### src/rtl/fact_pkg.sv
package fact_pkg;
  typedef enum logic [3:0] {
    ST_IDLE = 4'b0001,
    ST_TEST = 4'b0010,
    ST_STEP = 4'b0100,
    ST_DONE = 4'b1000
  } fact_state_t;

  function automatic logic [15:0] mul_trunc16(input logic [15:0] a, input logic [15:0] b);
    logic [31:0] full;
    full = a * b;
    return full[15:0];
  endfunction
endpackage

### src/rtl/fact_ctrl.sv
module fact_ctrl
  import fact_pkg::*;
(
  input  logic clk,
  input  logic rst,
  input  logic start,
  input  logic cnt_gt1,
  output logic ld,
  output logic step,
  output logic fin,
  output logic done
);
  fact_state_t st_q, st_d;

  always_comb begin
    st_d = st_q;
    unique case (st_q)
      ST_IDLE: if (start) st_d = ST_TEST;
      ST_TEST: st_d = cnt_gt1 ? ST_STEP : ST_DONE;
      ST_STEP: st_d = ST_TEST;
      ST_DONE: if (start) st_d = ST_TEST;
      default: st_d = ST_IDLE;
    endcase
  end

  always_ff @(posedge clk) begin
    if (rst) st_q <= ST_IDLE;
    else     st_q <= st_d;
  end

  assign ld   = start && (st_q == ST_IDLE || st_q == ST_DONE);
  assign step = (st_q == ST_STEP);
  assign fin  = (st_q == ST_TEST) && !cnt_gt1;
  assign done = (st_q == ST_DONE);

  a_r6_onehot_state: assert property (@(posedge clk) disable iff (rst) $onehot(st_q));
  a_r3_step_follows_test: assert property (@(posedge clk) disable iff (rst)
    (st_q == ST_TEST && cnt_gt1) |=> (st_q == ST_STEP));
  a_r7_done_holds: assert property (@(posedge clk) disable iff (rst)
    (done && !start) |=> done);
endmodule

### src/rtl/fact_dpath.sv
module fact_dpath
  import fact_pkg::*;
#(
  parameter int W = 8
) (
  input  logic         clk,
  input  logic         rst,
  input  logic         ld,
  input  logic         step,
  input  logic         fin,
  input  logic [W-1:0] n,
  output logic         cnt_gt1,
  output logic [W-1:0] result
);
  localparam logic [W-1:0] ONE = W'(1);
  logic [W-1:0] cnt_q, acc_q, res_q, prod;

  assign prod    = W'(mul_trunc16(16'(acc_q), 16'(cnt_q)));
  assign cnt_gt1 = cnt_q > ONE;

  always_ff @(posedge clk) begin
    if (rst) begin
      cnt_q <= '0;
      acc_q <= ONE;
      res_q <= '0;
    end else begin
      if (ld) begin
        cnt_q <= n;
        acc_q <= ONE;
      end else if (step) begin
        acc_q <= prod;
        cnt_q <= cnt_q - ONE;
      end
      if (fin) res_q <= acc_q;
    end
  end

  assign result = res_q;

  a_r3_count_decrements: assert property (@(posedge clk) disable iff (rst)
    (step && !ld) |=> (cnt_q == $past(cnt_q) - ONE));
  a_r2_load_sets_one: assert property (@(posedge clk) disable iff (rst)
    ld |=> (acc_q == ONE));
  a_r7_result_stable: assert property (@(posedge clk) disable iff (rst)
    !fin |=> $stable(res_q));
endmodule

### src/rtl/fact_unit.sv
module fact_unit
  import fact_pkg::*;
#(
  parameter int W = 8
) (
  input  logic         clk,
  input  logic         rst,
  input  logic         start,
  input  logic [W-1:0] n,
  output logic [W-1:0] result,
  output logic         done
);
  logic ld, step, fin, cnt_gt1;

  fact_ctrl u_ctrl (
    .clk(clk), .rst(rst), .start(start), .cnt_gt1(cnt_gt1),
    .ld(ld), .step(step), .fin(fin), .done(done)
  );

  fact_dpath #(.W(W)) u_dp (
    .clk(clk), .rst(rst), .ld(ld), .step(step), .fin(fin),
    .n(n), .cnt_gt1(cnt_gt1), .result(result)
  );

  a_r1_reset_clear: assert property (@(posedge clk) rst |=> (!done && result == '0));
  a_r4_done_after_fin: assert property (@(posedge clk) disable iff (rst) fin |=> done);
endmodule

### config.mk
export PLATFORM = sky130hd
export DESIGN_NAME = fact_unit
export DESIGN_NICKNAME = d
export VERILOG_FILES = /design/src/rtl/fact_pkg.sv /design/src/rtl/fact_ctrl.sv /design/src/rtl/fact_dpath.sv /design/src/rtl/fact_unit.sv
export SDC_FILE = /design/constraint.sdc
export NUM_CORES = 1
export LEC_CHECK = 0
export CAP_MARGIN = 20
export CORE_MARGIN = 2
export CORE_UTILIZATION = 64
export CTS_CLUSTER_SIZE = 30
export DETAILED_ROUTE_END_ITERATION = 12
export DONT_BUFFER_PORTS = 1
export HOLD_SLACK_MARGIN = 0.12
export PLACE_DENSITY = 0.79
export SETUP_SLACK_MARGIN = 0.15
export SLEW_MARGIN = 20
export SYNTH_ARGS = -nofsm -noshare
export SYNTH_HDL_FRONTEND = slang
export SYNTH_SLANG_ARGS = --single-unit
### constraint.sdc
create_clock -name clk -period 5.3 [get_ports clk]
set_clock_uncertainty 0.1 [all_clocks]
set_input_delay 0.53 -clock clk [delete_from_list [all_inputs] [get_ports clk]]
set_output_delay 0.53 -clock clk [all_outputs]
set_load 0.005 [all_outputs]
Yosys cells after proc, flatten, opt, wreduce, memory -nomap -nowiden
Cells that the tools add are included.
{ "classes": {"n_mul": 1, "muxes": 5, "eq_ne": 5, "add_sub_neg": 1, "n_reduce_logical": 7, "magnitude_cmp": 1} }
{ "op_table": {"columns": ["operator", "count"], "rows": [
  ["$mux W8", 2],
  ["$pmux W4 S3", 1],
  ["$gt A8 B1 Y1 const B", 1],
  ["$mul A8 B8 Y8", 1],
  ["$mux W4", 2],
  ["$sub A8 B1 Y8 const B", 1],
  ["$eq A4 B1 Y1 const B", 1],
  ["$eq A4 B2 Y1 const B", 1],
  ["$eq A4 B3 Y1 const B", 1],
  ["$eq A4 B4 Y1 const B", 1],
  ["$reduce_or A2 Y1", 2],
  ["$logic_and A1 B1 Y1", 2],
  ["$ne A2 B1 Y1 const B", 1],
  ["$reduce_bool A2 Y1", 1],
  ["$logic_not A1 Y1", 1],
  ["$logic_or A1 B1 Y1", 1]
]} }
{ "totals": {"regBits": 28, "elab_cells": 24, "out_inout_bits": 9} }

Logic depth before layout (Yosys ltp)
{ "depth": {"word_depth": 4, "depth_mapped": 16} }

Hierarchy
Synthesis repeated with hierarchy kept, for this count alone.
{ "hier_totals": {"hier_cells": 239, "hier_area_um2": 2139.6} }
{ "modules_own_cells": {"columns": ["module", "cells_per_inst", "instances", "area_per_inst_um2"], "rows": [
  ["fact_dpath", 210, 1, 1899.3],
  ["fact_ctrl", 29, 1, 240.2]
]} }

Worst setup path after synthesis
Ideal clock, no wire load.
{ "synth_timing": {"kind": "flip-flop to flip-flop", "startpoint": "register u_dp.cnt_q[2]", "endpoint": "register u_dp.acc_q[7]", "arrival_ps": 3721, "required_ps": 5073, "path_slack_ps": 1352, "path_stages_with_launch": 15, "path_cell_list": "dfxtp_1 > clkbuf_1 > nand2_1 > fa_1 > fa_1 > inv_1 > fa_1 > inv_1 > fa_1 > xor2_1 > xnor3_1 > xnor3_1 > xnor3_1 > nand2_1 > a21oi_1"} }
{ "synth_between": {"elab_chain_len": 1} }
{ "synth_rtl": {"columns": ["element", "line_no", "rtl"], "rows": [
  ["start, declared", "fact_dpath.sv:16", "logic [W-1:0] cnt_q, acc_q, res_q, prod;"],
  ["start signal, assigned", "fact_dpath.sv:28", "cnt_q <= n;"],
  ["start signal, assigned", "fact_dpath.sv:32", "cnt_q <= cnt_q - ONE;"],
  ["$mul A8 B8 Y8", "fact_pkg.sv:11", "full = a * b;"],
  ["end signal, assigned", "fact_dpath.sv:31", "acc_q <= prod;"],
  ["end, declared", "fact_dpath.sv:16", null]
]} }
No other way between the ends.
A chain may end at the register's enable or synchronous reset.

Final worst setup path
{ "layout_timing": {"startpoint": "register u_dp.acc_q[1]", "endpoint": "register u_dp.acc_q[7]"} }
{ "layout_between": {"elab_chain_len": 1} }
{ "layout_rtl": {"columns": ["element", "line_no"], "rows": [
  ["$mul A8 B8 Y8", "fact_pkg.sv:11"]
]} }
No other way between the ends.

==> qor.yml <==
status:
  status: "finished, final reports clean"
sta:
  max_freq_ghz: 0.245
  relSlewSlack_pct: 36.3
  fin_crit_sh_pct: 77.1
  hold_violations: 0
  slew_violations: 0
  rsz0062_at_grt: "no"
  final.setup.tns_ns: 0
  worst_slew_pin_slew_ns: 0.953
  post-route-min-period_ns: 4.09
  finalSetupViolations: 0
setup_path:
  reg2reg_depth: 13
  arrival_ns: 4.25
  crit_path_end_kind: "register"
  cp-startpoint: "u_dp.acc_q[1]"
  worst-path-max-fanout: 9
  cp_slowest_cell: "fa_1"
  rrSetupSlack_ns: 1.21
  rr_startpoint: "u_dp.acc_q[1]"
  slowest_delay_ns: 0.54
  r2r_end: "u_dp.acc_q[7]"
  cp_common_cell: "fa_1"
  crit_end: "u_dp.acc_q[7]"
  path_cells: "nand2_1, fa_1, fa_1, inv_1, fa_1, inv_1, fa_1, xor2_1, xnor3_1, xnor3_1, xnor3_1, nand2_1, a21oi_1"
  crit_type: "reg -> reg"
  start_kind: "register"
  required_ns: 5.47
logic_synthesis:
  ys_warn_count: 0
  ys_ff_latch: 28
  ys_seq_area_share_pct: 26.3
  syn_avg_cell_area_um2: 8.61
  netlist_area_um2: 2130
  syn_inst: 248
  synth.net_count: 289
  netlist-cell-type-count: 39
cells_and_area:
  drive_gt1_share_pct: 4.58
  final_common_cell: "nand2_1"
  multi_input_area_um2: 1420
  synthToLayoutAreaGrowth_pct: 2.64
  antennaDiodeCount: 0
  regArea_um2: 561
  fin_util_pct: 70.6
  layout_common_cells: "33 x nand2_1, 28 x dfxtp_1, 24 x inv_1"
  fin_nets: 282
  nFillCells: 250
  final_area_um2: 2190
global_route:
  grt_start_max_net_pins: 22
  grt_usage_pct: 23.6
  grt_pass1_wl_mm: 6.71
  grt_pass1_vias: 1446
  grt_overflow: 0
  antenna_found_initial: 0
clock_tree:
  cts_made_buffers: 3
  clk_latency_ns: 0.32
  cts.clk_slew.worst_paths_ns: 0.15
  cts_setup_buffers: 0
  h-tree-depth: 1
  cts_root_buffer: "clkbuf_4"
  cts_sinks: 28
  cts_tree: "done"
  clockBufferDepth: 2
power:
  p_leak_nw: 0.939
  powerDensity_nw_per_um2: 190
  max-vdd-ir-drop_uv: 225
worst_hold_path:
  hp-class: "in -> reg"
drt:
  drt_iter0_drc: 102
  vias: 1563
  first_pass_iters: 4
  viasPerCell: 5.50
  post_drt_wl_per_cell_um: 13.9
  drc: 0
  drt_wl_total_mm: 3.95
  postRouteAntennaNets: 0
placement:
  dp_hpwl_mm: 3.06
  portBuffers: 0
  placed_area_um2: 2130
  place_congestion: 0.806
floorplanning:
  start_util_pct: 68.8
  rows: 20
  die_w_um: 61.8
  die_y_um: 61.8
  core_region_area_um2: 3100
  ios: 20
  die-area_um2: 3810
job:
  maxCapViolCount: 0
[final cells by class]
| class | instances | share of cell area [%] |
|---|---|---|
| multi-input combinational | 183 | 64.9 |
| sequential | 28 | 25.6 |
| inverter | 24 | 4.11 |
| tap | 44 | 2.51 |
| clock inverter | 1 | 1.37 |
| clock buffer | 3 | 1.03 |
| timing repair buffer | 1 | 0.457 |
[cells by family after synthesis]
group	Yosys count	synth area share (%)
adders and majority gates	30	21.8
and+or+nand+nor	94	22.9
DFF	28	26.3
xor gates and xnor gates	15	8.09
muxes	9	4.22
buffers and inverters	37	7.09
AOI/OAI and AO/OA	35	9.67
[synth_stat cells (all sizes together)]
master   n  area share (%)
o31ai    1            0.35
o21ai    4            0.94
ha      18              11
o311ai   1            0.41
nor3     6             1.6
inv     24             4.2
or3      3             1.1
and2    17             5.0
nand2   33             5.8
dfxtp   28              26
nor4     2             1.3
clkbuf  10             1.8
or4b     1            0.64
a31oi    3            0.88
xor2     4             1.6
xnor2    8             3.3
o21bai   1            0.35
mux2i    9             4.2
o22ai    1            0.29
or2      2            0.59
nand3b   1            0.35
a21o     2            0.70
o211ai   3             1.1
nand2b   5             1.8
xnor3    3             3.2
and3     1            0.29
a211oi   2            0.70
a21oi   17             4.0
nor2    19             3.3
nand3    3            0.70
nor2b    1            0.29
buf      3             1.1
fa      12              11
[worst min-delay path by stage]
stage / start / slack, ns / cells after the start / endpoint
final: rst / 0.15 / 1 / u_dp.cnt_q[1]
after global routing: rst / 0.12 / 1 / u_dp.result[7]
after CTS: rst / 0.14 / 1 / u_ctrl.st_q[3]
after detailed placement: u_dp.acc_q[7] / 0.38 / 2 / u_dp.acc_q[7]
after global placement: u_dp.acc_q[7] / 0.37 / 2 / u_dp.acc_q[7]
after floorplan: u_dp.acc_q[7] / 0.34 / 2 / u_dp.acc_q[7]
[critical path, delay by kind of cell, from the launching register on]
kind	cells	cell delay [ns]
adder cells (fa/ha/maj)	4	1.92
XOR/XNOR	4	1.09
flip-flops	1	0.50
AND/OR/NAND/NOR	2	0.18
AO/OA/AOI/OAI	1	0.15
buffers and inverters	2	0.11
[per-layer routing]
layer / wire, um / vias to the layer above / global-route usage (%)
met3: 260 / 4 / 4.14
met2: 1720 / 43 / 37.1
li1: - / 792 / -
met1: 1930 / 724 / 34.7
met5: 0 / - / 0
met4: 33 / 0 / 3.95
[sequential cells by signal, indices dropped and copies added (netlist names)]
| name | count |
|---|---|
| u_dp.cnt_q | 8 |
| u_ctrl.st_q | 4 |
| u_dp.acc_q | 8 |
| u_dp.result | 8 |
[timing repair]
item / CTS / global route
hold buffers: 0 / 1
resized for setup: 0 / 0
setup endpoints to repair: 0 / 0
hold endpoints to repair: 0 / 1
[where the power goes]
group	total [W]	switching, W	internal (W)
Combinational	0.0000469	0.0000261	0.0000208
Clock	0.000139	0.0000626	0.0000765
Sequential	0.000231	0.0000139	0.000217
[metrics by stage]
stage / setup WS [ns] / hold slack (ns) / cells / power [W]
finish: 1.21 / 0.152 / 284 / 0.000417
global route: 1.03 / 0.120 / 284 / 0.000436
CTS: 1.22 / 0.139 / 283 / 0.000418
detailed placement: 1.27 / 0.384 / 279 / 0.000281
global placement: 1.37 / 0.373 / 279 / 0.000280
floorplan: 1.35 / 0.345 / 248 / 0.000275
Power figures use the tool's default switching activity.
